**src/rtl/bandsw_pkg.sv**
```systemverilog
package bandsw_pkg;
  localparam int MAX_PORTS = 32;

  // Index of the lowest set bit, -1 when the vector is empty.
  function automatic int first_set(input logic [MAX_PORTS-1:0] v);
    int r;
    r = -1;
    for (int i = MAX_PORTS - 1; i >= 0; i--) begin
      if (v[i]) r = i;
    end
    return r;
  endfunction
endpackage

```
**src/rtl/bandsw_clock.sv**
```systemverilog
module bandsw_clock #(
  parameter int TS_W = 16
) (
  input  logic            clk,
  input  logic            rst,
  input  logic [TS_W-1:0] cyc_len,
  input  logic [TS_W-1:0] band_begin,
  input  logic [TS_W-1:0] band_end,
  output logic [TS_W-1:0] cnt,
  output logic            band_act,
  output logic            band_start,
  output logic            band_stop
);
  logic last;

  assign last       = (cnt == cyc_len - TS_W'(1));
  assign band_start = (cnt == band_begin);
  assign band_stop  = (cnt == band_end) && !band_start;

  always_ff @(posedge clk) begin
    if (rst) begin
      cnt      <= '0;
      band_act <= 1'b0;
    end else begin
      cnt <= last ? '0 : cnt + TS_W'(1);
      if (band_start)     band_act <= 1'b1;
      else if (band_stop) band_act <= 1'b0;
    end
  end

  // wrap to zero after the last count
  a_r1_wrap: assert property (@(posedge clk) disable iff (rst)
    (cyc_len != '0 && last) |=> (cnt == '0));
  // band opens on begin match and closes on end match
  a_r2_open: assert property (@(posedge clk) disable iff (rst)
    band_start |=> band_act);
  a_r2_close: assert property (@(posedge clk) disable iff (rst)
    band_stop |=> !band_act);
endmodule

```
**src/rtl/bandsw_outarb.sv**
```systemverilog
module bandsw_outarb
  import bandsw_pkg::*;
#(
  parameter int N     = 4,
  parameter int IDX_W = 2,
  parameter int SEL_W = 3
) (
  input  logic             clk,
  input  logic             rst,
  input  logic             band_act,
  input  logic             band_start,
  input  logic             band_stop,
  input  logic [N-1:0]     busy,
  input  logic [N-1:0]     mask,
  input  logic [IDX_W-1:0] prio,
  input  logic             prio_en,
  output logic [SEL_W-1:0] sel,
  output logic             vld,
  output logic [N-1:0]     preempt
);
  localparam logic [SEL_W-1:0] IDLE = '1;

  logic [N-1:0]           elig;
  logic [MAX_PORTS-1:0]   elig_w;
  logic                   prio_hit;
  logic                   held_ok;
  logic [IDX_W-1:0]       cur;
  int                     first;

  assign elig = mask & busy;
  assign cur  = sel[IDX_W-1:0];

  always_comb begin
    elig_w          = '0;
    elig_w[N-1:0]   = elig;
    first           = first_set(elig_w);
    prio_hit        = prio_en && (int'(prio) < N) && elig[prio];
    held_ok         = vld && elig[cur];
  end

  always_ff @(posedge clk) begin
    preempt <= '0;
    if (rst || band_start || band_stop || !band_act) begin
      sel <= IDLE;
      vld <= 1'b0;
    end else if (prio_hit) begin
      sel <= {1'b0, prio};
      vld <= 1'b1;
      if (vld && cur != prio) preempt[cur] <= 1'b1;
    end else if (held_ok) begin
      sel <= sel;
      vld <= 1'b1;
    end else if (first >= 0) begin
      sel <= SEL_W'(first);
      vld <= 1'b1;
    end else begin
      sel <= IDLE;
      vld <= 1'b0;
    end
  end

  // no grant means idle code
  a_r6_idle_code: assert property (@(posedge clk) disable iff (rst)
    !vld |-> (sel == IDLE));
  // closed band never grants
  a_r6_closed: assert property (@(posedge clk) disable iff (rst)
    !band_act |=> !vld);
  // eligible priority input wins next edge
  a_r5_prio_win: assert property (@(posedge clk) disable iff (rst)
    (band_act && !band_start && !band_stop && prio_hit)
      |=> (vld && sel == {1'b0, $past(prio)}));
  // a granted input that stays eligible keeps the output
  a_r4_hold: assert property (@(posedge clk) disable iff (rst)
    (band_act && !band_start && !band_stop && !prio_hit && held_ok)
      |=> $stable(sel));
endmodule

```
**src/rtl/bandsw_stamp.sv**
```systemverilog
module bandsw_stamp #(
  parameter int N    = 4,
  parameter int TS_W = 16
) (
  input  logic              clk,
  input  logic              rst,
  input  logic              clr,
  input  logic              en,
  input  logic [N-1:0]      ev,
  input  logic [TS_W-1:0]   now,
  output logic [N*TS_W-1:0] ts,
  output logic [N-1:0]      seen
);
  for (genvar i = 0; i < N; i++) begin : g_lane
    always_ff @(posedge clk) begin
      if (rst || clr) begin
        ts[i*TS_W +: TS_W] <= '0;
        seen[i]            <= 1'b0;
      end else if (en && ev[i] && !seen[i]) begin
        ts[i*TS_W +: TS_W] <= now;
        seen[i]            <= 1'b1;
      end
    end

    // a captured stamp stays frozen until cleared
    a_r8_r9_frozen: assert property (@(posedge clk) disable iff (rst)
      (seen[i] && !clr) |=> ($stable(ts[i*TS_W +: TS_W]) && seen[i]));
  end
endmodule

```
**src/rtl/bandsw_ctrl.sv**
```systemverilog
module bandsw_ctrl #(
  parameter int N_PORTS = 4,
  parameter int TS_W    = 16,
  localparam int IDX_W  = $clog2(N_PORTS),
  localparam int SEL_W  = IDX_W + 1
) (
  input  logic                    clk,
  input  logic                    rst,
  input  logic [TS_W-1:0]         cyc_len,
  input  logic [TS_W-1:0]         band_begin,
  input  logic [TS_W-1:0]         band_end,
  input  logic                    cfg_we,
  input  logic [IDX_W-1:0]        cfg_port,
  input  logic [N_PORTS-1:0]      cfg_mask,
  input  logic [IDX_W-1:0]        cfg_prio,
  input  logic                    cfg_prio_en,
  input  logic [N_PORTS-1:0]      busy_in,
  output logic                    band_active,
  output logic [N_PORTS-1:0]      out_en,
  output logic [N_PORTS*SEL_W-1:0] sel_out,
  output logic [N_PORTS-1:0]      sel_vld,
  output logic [N_PORTS-1:0]      resend_req,
  output logic [TS_W-1:0]         cyc_now,
  output logic [N_PORTS*TS_W-1:0] arr_ts,
  output logic [N_PORTS-1:0]      arr_vld,
  output logic [N_PORTS*TS_W-1:0] dep_ts,
  output logic [N_PORTS-1:0]      dep_vld
);
  logic band_start, band_stop;

  logic [N_PORTS-1:0] stg_mask [N_PORTS];
  logic [IDX_W-1:0]   stg_prio [N_PORTS];
  logic [N_PORTS-1:0] stg_pen;
  logic [N_PORTS-1:0] act_mask [N_PORTS];
  logic [IDX_W-1:0]   act_prio [N_PORTS];
  logic [N_PORTS-1:0] act_pen;
  logic [N_PORTS-1:0] pre_v    [N_PORTS];

  bandsw_clock #(.TS_W(TS_W)) u_clock (
    .clk        (clk),
    .rst        (rst),
    .cyc_len    (cyc_len),
    .band_begin (band_begin),
    .band_end   (band_end),
    .cnt        (cyc_now),
    .band_act   (band_active),
    .band_start (band_start),
    .band_stop  (band_stop)
  );

  // Staging written by host; active copy taken at band opening.
  always_ff @(posedge clk) begin
    if (rst) begin
      for (int o = 0; o < N_PORTS; o++) begin
        stg_mask[o] <= '0;
        stg_prio[o] <= '0;
        act_mask[o] <= '0;
        act_prio[o] <= '0;
      end
      stg_pen <= '0;
      act_pen <= '0;
      out_en  <= '0;
    end else begin
      if (cfg_we) begin
        stg_mask[cfg_port] <= cfg_mask;
        stg_prio[cfg_port] <= cfg_prio;
        stg_pen[cfg_port]  <= cfg_prio_en;
      end
      if (band_start) begin
        act_mask <= stg_mask;
        act_prio <= stg_prio;
        act_pen  <= stg_pen;
        for (int o = 0; o < N_PORTS; o++) out_en[o] <= |stg_mask[o];
      end else if (band_stop) begin
        out_en <= '0;
      end
    end
  end

  for (genvar o = 0; o < N_PORTS; o++) begin : g_out
    bandsw_outarb #(.N(N_PORTS), .IDX_W(IDX_W), .SEL_W(SEL_W)) u_arb (
      .clk        (clk),
      .rst        (rst),
      .band_act   (band_active),
      .band_start (band_start),
      .band_stop  (band_stop),
      .busy       (busy_in),
      .mask       (act_mask[o]),
      .prio       (act_prio[o]),
      .prio_en    (act_pen[o]),
      .sel        (sel_out[o*SEL_W +: SEL_W]),
      .vld        (sel_vld[o]),
      .preempt    (pre_v[o])
    );
  end

  always_comb begin
    resend_req = '0;
    for (int o = 0; o < N_PORTS; o++) resend_req = resend_req | pre_v[o];
  end

  bandsw_stamp #(.N(N_PORTS), .TS_W(TS_W)) u_arrival (
    .clk  (clk),
    .rst  (rst),
    .clr  (band_start),
    .en   (band_active),
    .ev   (busy_in),
    .now  (cyc_now),
    .ts   (arr_ts),
    .seen (arr_vld)
  );

  bandsw_stamp #(.N(N_PORTS), .TS_W(TS_W)) u_departure (
    .clk  (clk),
    .rst  (rst),
    .clr  (band_start),
    .en   (band_active),
    .ev   (sel_vld),
    .now  (cyc_now),
    .ts   (dep_ts),
    .seen (dep_vld)
  );

  // an enabled output implies an open band
  a_r2_out_en: assert property (@(posedge clk) disable iff (rst)
    (out_en != '0) |-> band_active);
  // no output grants while the band is closed
  a_r6_quiet: assert property (@(posedge clk) disable iff (rst)
    !band_active |-> (sel_vld == '0));
endmodule

```
**config.mk**
```make
export PLATFORM = sky130hd
export DESIGN_NAME = bandsw_ctrl
export DESIGN_NICKNAME = d
export VERILOG_FILES = /design/src/rtl/bandsw_pkg.sv /design/src/rtl/bandsw_clock.sv /design/src/rtl/bandsw_outarb.sv /design/src/rtl/bandsw_stamp.sv /design/src/rtl/bandsw_ctrl.sv
export SDC_FILE = /design/constraint.sdc
export NUM_CORES = 1
export LEC_CHECK = 0
export BUFFER_PORTS_ARGS = -buffer_cell sky130_fd_sc_hd__buf_4
export CAP_MARGIN = 40
export CORE_MARGIN = 4
export CORE_UTILIZATION = 30
export CTS_BUF_LIST = sky130_fd_sc_hd__clkbuf_2 sky130_fd_sc_hd__clkbuf_4 sky130_fd_sc_hd__clkbuf_8
export DETAILED_ROUTE_END_ITERATION = 10
export GPL_ROUTABILITY_DRIVEN = 0
export PLACE_DENSITY = 0.53
export SYNTH_ARGS = -nofsm -noshare
export SYNTH_HDL_FRONTEND = slang
export SYNTH_SLANG_ARGS = --single-unit
export TNS_END_PERCENT = 100
```
**constraint.sdc**
```tcl
create_clock -name clk -period 2.2 [get_ports clk]
set_input_delay 0.22 -clock clk [delete_from_list [all_inputs] [get_ports clk]]
set_output_delay 0.22 -clock clk [all_outputs]
set_load 0.03 [all_outputs]
```
==> summary.txt, run 1 <==
Status
  – Status: completed

Detailed routing
  – Detailed Route WL: 35070 µm
  – Routed Antenna Nets: 0
  – Total number of vias: around 9300
  – Pre-antenna DRT Iters: 5
  – Drt first-iter violations: between 600 and 700
  – Via density: 4.729
  – Drt wl/cell: between 15 and 20 µm
  – Number of remaining DRC errors: 0

Min path
  – Worst Hold Path Cells: 3
  – Start point of the worst hold path: busy_in[1]
  – Hold Crit Class: in2reg

Setup path
  – Worst path depth: 7
  – CP required: about 2.6 ns
  – Most used cell along the critical path: nor3_1
  – Worst Setup SP: u_clock.cnt[13]$_SDFF_PP0_
  – Slowest cell on the critical path: xnor3_1
  – Reg2reg path depth: 7
  – Kind of critical path: reg2reg
  – Worst r2r src: u_clock.cnt[13]$_SDFF_PP0_
  – CP bufs+invs: 1
  – Worst Path Arrival: ~2.4 ns
  – Startpoint Class: register
  – Crit-path cells: xnor3_1, o221a_2, nor3_1, o31ai_1, nor4b_4, buf_12, nor3_1
  – CP top delay family: simple AND/OR/NAND/NOR gates
  – Delay of the slowest critical-path stage: around 0.4 ns
  – Crit path max fanout: 16
  – Crit end category: register

Flow run
  – Max capacitance violation total: 0

Timing
  – Post-Route Skew: between 0.04 and 0.05 ns
  – Fin. Hold Viols: 0
  – Worst-Margin Slew: 0.8465 ns
  – Min Hold Slack: 0.03694 ns
  – Tmin final: around 2.1 ns
  – Final setup violation count: 0
  – Slew Limit Fails: 0
  – Relative slew slack: a little over two fifths
  – Setup TNS: 0 ns
  – Final period utilization: between 90% and 100%
  – FMAX: ~480 MHz
  – Unrepaired setup endpoints after global routing: false

Synth
  – Share of the synthesized area in the top cell type: 47.72%
  – Mapped Nets: approximately 1300
  – Mapped Area: slightly above 10000 µm²
  – Proportion of synthesized chip area in sequential cells: a little under half
  – Synth Area per Inst: about 8.3 µm²
  – Post-Synthesis Cells: 1232
  – Synth area leaders: dfxtp_1 (48%), nand2_1 (11%), a21oi_1 (7.0%), mux2i_1 (6.2%), xnor2_1 (3.1%)
  – Area leader, netlist: dfxtp_1
  – Warnings from Yosys: 0
  – Post-synth top cells: nand2_1 (305), dfxtp_1 (245), a21oi_1 (143)
  – Count of cell types in the netlist: 60
  – Most frequent cell after synthesis: nand2_1
  – Ys flop type: dfxtp_1
  – Yosys reg bits: 245
  – Async set-reset flop share out of synthesis: 0%
  – Post-synth EDFFs: 0

Clock network
  – Maximum clock path buffer count: 3
  – # clock sinks: approximately 250
  – Clock transition at path regs: around 0.060 ns
  – H-tree Lvls: 2
  – Root buf cell: clkbuf_8
  – TritonCTS clock tree: built
  – Latest clock arrival within the worst-skew pair: between 0.5 and 0.6 ns
  – CTS Buf Count: 44
  – Setup Buffers After CTS: 0

Finish
  – Non-filler cells, final: 1960
  – Layout cell share with drive strength beyond 1: 27.33%
  – Footprint of the multi-input gates: roughly 5000 µm²
  – Fill cell count: 3438
  – Area grow syn2layout: 34.45%
  – Reg area: ~4900 µm²
  – # nets final: 1548

Global routing
  – Gr ovfl total: 0
  – Vias in the first global route: 8792
  – Largest net degree at the start of global routing: a little under 80
  – First-pass GRT wire length: roughly 52000 µm
  – GRT Total Usage: 17.79%
  – Initial antenna violation count: 0

Placed design
  – Placed Cells: ~1900
  – Final HPWL DP: roughly 25000 µm
  – I/O Buffers: 240

Power and ir drop
  – VDD IR-drop max: roughly 0.00045 V
  – Pwr Total: just under 10 mW
  – Pwr Density: approximately 700 nW/µm²
  – Pleak: between 5 and 6 nW

Die
  – Die H: 193.1 µm
  – Cell Rows: 67
  – I/O Pins: 241
  – Die area: ~37000 µm²
  – Die width: roughly 190 µm
  – Starting Density: between 30% and 40%
  – Placeable Area: between 30000 and 40000 µm²
stage by stage:
step           setup slack, ns  instance area, µm²  util (%)
6_report                0.1363               13820     41.01
3_3_place_gp          -0.06700               12720     37.76
3_5_place_dp          -0.05646               12720     37.76
4_1_cts                0.06054               13800     40.95
5_1_grt                0.01332               13820     41.00
2_1_floorplan         0.004610               10300         -
worst reg2reg max path, stage by stage (launching register included):
cell     delay [ns]
dfxtp_4        0.38
xnor3_1        0.39
o221a_2        0.27
nor3_1         0.17
o31ai_1        0.14
nor4b_4        0.29
buf_12         0.19
nor3_1         0.06
layout by cell type, fill, tap and decap left out, types with 14 or more instances in the layout:
master,instances
a21oi_1,143
buf_4,288
clkbuf_8,53
dfxtp_1,235
inv_1,18
mux2i_1,64
nand2_1,305
nand3_1,32
nor2_1,83
nor3_1,29
o211ai_1,14
o21ai_0,15
xnor2_1,36
xor2_1,36
sequential cells by signal (all words and copies together) (netlist names), 12 cells and up:
register	cells
act_mask	16
g_out.u_arb.preempt	16
g_out.u_arb.sel	12
stg_mask	16
u_arrival.ts	64
u_clock.cnt	16
u_departure.ts	64
cells by family (layout without fill, tap and decap cells):
family	Yosys count	in the layout	synth area share (%)
compound gates	200	200	11.09
other cells	0	1	0
mux	68	68	6.780
flops	245	245	47.72
buf+inv	118	397	4.991
fa+ha+maj	2	2	0.2434
xor+xnor	73	73	6.354
simple gates	526	526	22.82
layer usage:
layer	part of all wire (%)	vias to the layer above	track usage [%]
li1	-	4632	-
met5	0	-	0
met4	2.8	0	5.637
met1	44	4299	23.24
met2	46	278	29.35
met3	7.2	60	4.069
where the power goes:
part           switching (mW)  leakage (nW)  internal, mW  total [mW]
combinational           0.254          3.08         0.215       0.468
clock                    1.90         0.512          2.86        4.76
sequential             0.0230          1.98          4.46        4.48
total                    2.18          5.58          7.53        9.71
repair_timing:
action	in CTS	in global routing
hold buffers	9	0
endpoints found under the hold margin	30	0
endpoints found under the setup margin	5	23
gates resized for setup	1	7
pin swaps	0	3
area by class of cell:
class                      count  area share, %
sequential                   245          35.60
clock inverter                10          1.195
multi-input combinational    869          35.40
clock buffer                  65          5.930
timing repair buffer         304          17.31
tap                          448          4.056
inverter                      18         0.4889
antenna                        1        0.01811
final timing paths:
check | endpoint | slack (ns)
worst min register to register | u_arrival.ts[6]$_SDFFE_PP0P_ | 0.45
worst min-delay path | u_arrival.seen[1]$_SDFFE_PP0P_ | 0.04
worst max-delay path | u_clock.cnt[3]$_SDFF_PP0_ | 0.14
worst max register to register | u_clock.cnt[3]$_SDFF_PP0_ | 0.14
Power figures use the tool's default switching activity.
==> run 2: changes to the inputs <==
--- a/config.mk
+++ b/config.mk
@@ -5,6 +5,7 @@
 export SDC_FILE = /design/constraint.sdc
 export NUM_CORES = 1
 export LEC_CHECK = 0
+export ABC_AREA = 1
 export BUFFER_PORTS_ARGS = -buffer_cell sky130_fd_sc_hd__buf_4
 export CAP_MARGIN = 40
 export CORE_MARGIN = 4
==> run 2 against run 1 <==
Against the previous run: setup slack better by 0.054 ns; critical path depth up 2; critical path type unchanged; clock power down 9.2%; count of clock-buffer cells in the layout rose by 5; first-iteration DRC count up 12%.
==> summary.txt, run 2 <==
Status
  – Status: completed

Clock network
  – Post-CTS sizing: 0
  – Setup Buffers After CTS: 0
  – Latest clock arrival within the worst-skew pair: 0.56 ns
  – CTS Buf Count: 43
  – Root buf cell: clkbuf_8
  – Clock transition at path regs: approximately 0.060 ns
  – Post-CTS Hold Buffers: 8
  – # clock sinks: approximately 250
  – H-tree Lvls: 2
  – Maximum clock path buffer count: 3
  – TritonCTS clock tree: built

Setup path
  – Crit path max fanout: 12
  – Kind of critical path: reg2reg
  – CP required: between 2 and 3 ns
  – Worst Path Arrival: approximately 2.4 ns
  – Startpoint Class: register
  – Crit end category: register

Synth
  – Share of the synthesized area in the top cell type: between 40 and 50%
  – Yosys reg bits: between 200 and 250
  – Post-Synthesis Cells: about 1400
  – Mapped Nets: ~1500
  – Most frequent cell after synthesis: nand2_1
  – Mapped Area: between 10000 and 15000 µm²
  – Warnings from Yosys: 0
  – Async set-reset flop share out of synthesis: 0%
  – Area leader, netlist: dfxtp_1
  – Post-synth top cells: nand2_1 (297), dfxtp_1 (245), a21oi_1 (171)
  – Proportion of synthesized chip area in sequential cells: 46.37%
  – Post-synth EDFFs: 0
  – Count of cell types in the netlist: 37
  – Ys flop type: dfxtp_1
  – Synth area leaders: dfxtp_1 (46%), nand2_1 (11%), nand4_1 (8.8%), a21oi_1 (8.1%), inv_1 (3.9%)
  – Synth Area per Inst: 7.544 µm²

Global routing
  – Largest net degree at the start of global routing: 38
  – Initial antenna violation count: 0
  – GR Util met3: 3.641%
  – Vias in the first global route: 9915
  – GRT Total Usage: 18.63%
  – Grt met1 use: 26.01%
  – GRT Max-Usage Layer: met2
  – Met2 Usage GRT: 29.79%
  – Gr ovfl total: 0
  – First-pass GRT wire length: about 57000 µm

Power and ir drop
  – Pwr Total: 9.320 mW
  – VDD IR-drop max: between 0.0004 and 0.0005 V
  – Pleak: about 5.7 nW
  – Pwr Density: between 600 and 700 nW/µm²

Detailed routing
  – Number of remaining DRC errors: 0
  – Via density: 4.953
  – Pre-antenna DRT Iters: 5
  – Routed Antenna Nets: 0
  – Total number of vias: around 11000
  – Drt first-iter violations: a little under 700
  – Drt wl/cell: between 15 and 20 µm
  – Detailed Route WL: about 38000 µm

Timing
  – Unrepaired setup endpoints after global routing: false
  – Min Hold Slack: about 0.064 ns
  – Setup TNS: 0 ns
  – Relative slew slack: 56.45%
  – Worst-Margin Slew: approximately 0.65 ns
  – Post-Route Skew: roughly 0.048 ns
  – Fin. Hold Viols: 0
  – Tmin final: 2.010 ns
  – FMAX: 497.6 MHz
  – Slew Limit Fails: 0
  – Final period utilization: between 90% and 100%
  – Final setup violation count: 0
  – Worst setup margin: about 0.19 ns

Die
  – Die area: between 30000 and 40000 µm²
  – Die width: ~200 µm
  – Die H: just under 200 µm
  – Placeable Area: about 35000 µm²
  – Starting Density: a little over 30%
  – I/O Pins: ~240
  – Cell Rows: a little under 70

Finish
  – Reg area: 4908 µm²
  – Area grow syn2layout: 32.86%
  – Fill cell count: ~3600
  – Commonest non-fill, non-tap cells in the layout: buf_4 (301), nand2_1 (297), dfxtp_1 (244)
  – # nets final: 1728
  – Fin util: 40.58%
  – Biggest regs: u_arrival.ts: 64 flops, u_departure.ts: 64 flops
  – Layout cell share with drive strength beyond 1: 23.46%
  – Footprint of the multi-input gates: roughly 4700 µm²
  – Most common cell after layout, fill and taps aside: buf_4
  – Antenna Cells: 0

Min path
  – Hold Crit Class: in2reg

Placed design
  – Post-Place Worst Slack: around 0.21 ns
  – Final HPWL DP: ~28000 µm
  – I/O Buffers: 240

Flow run
  – Max capacitance violation total: 0
==> run 2: cell types whose count changed after synthesis, sizes merged, moves of 12 or more <==
cell	change
a21oi	+28
inv	+94
o21ai	+34
nor3	-29
xor2	-12
nand3	+39
nand4	+136
mux2i	-64
==> run 2: kinds of logic (layout without fill, tap and decap cells) <==
family | after synthesis | after routing | synth area share [%]
adders and majority gates | 2 | 2 | 0.2366
buffers and inverters | 222 | 512 | 8.825
AOI/OAI and AO/OA | 248 | 248 | 12.32
xor gates and xnor gates | 56 | 56 | 4.637
DFF | 245 | 245 | 46.37
and+or+nand+nor | 629 | 629 | 27.61
==> run 2: cell type report <==
class | instances | share of cell area (%)
timing repair buffer | 316 | 17.65
clock buffer | 70 | 6.099
multi-input combinational | 935 | 33.75
inverter | 121 | 3.241
sequential | 245 | 34.93
clock inverter | 5 | 0.2760
tap | 455 | 4.051
==> run 2: worst max-delay path, cell delays in order (launching register included) <==
cell,delay (ns)
dfxtp_1,0.42
buf_4,0.23
nor2_1,0.06
o21ai_0,0.15
nor2_1,0.09
nand4_1,0.18
nand2_1,0.15
nor2_4,0.29
buf_4,0.21
nand3_1,0.08
==> run 2: layer usage <==
layer / wire length (µm) / vias to the layer above
li1: - / 5253
met1: 17270 / 4917
met2: 17080 / 413
met3: 2825 / 52
met4: 779 / 0
met5: 0 / -
==> run 2: worst paths after layout <==
check | startpoint | endpoint | slack, ns | cells past startpoint
max | u_clock.cnt[13]$_SDFF_PP0_ | g_out[1].u_arb.sel[2]$_SDFFE_PP1P_ | 0.19 | 9
min | cfg_port[0] | stg_mask[7]$_SDFFE_PP0P_ | 0.06 | 4
max reg2reg | u_clock.cnt[13]$_SDFF_PP0_ | g_out[1].u_arb.sel[2]$_SDFFE_PP1P_ | 0.19 | 9
min reg2reg | stg_pen[1]$_SDFFE_PP0P_ | stg_pen[1]$_SDFFE_PP0P_ | 0.45 | 2
==> run 2: per-stage QoR <==
stage	cell area, µm²	cells
after global placement	13080	2064
after CTS	14050	2147
after floorplan	10580	1402
after global routing	14050	2147
final	14050	2147
after detailed placement	13080	2064
==> run 2: where the power goes <==
group	switching [mW]	internal, mW	leakage (nW)
logic	0.306	0.212	3.27
registers	0.0108	4.47	1.98
clock network	1.86	2.47	0.482
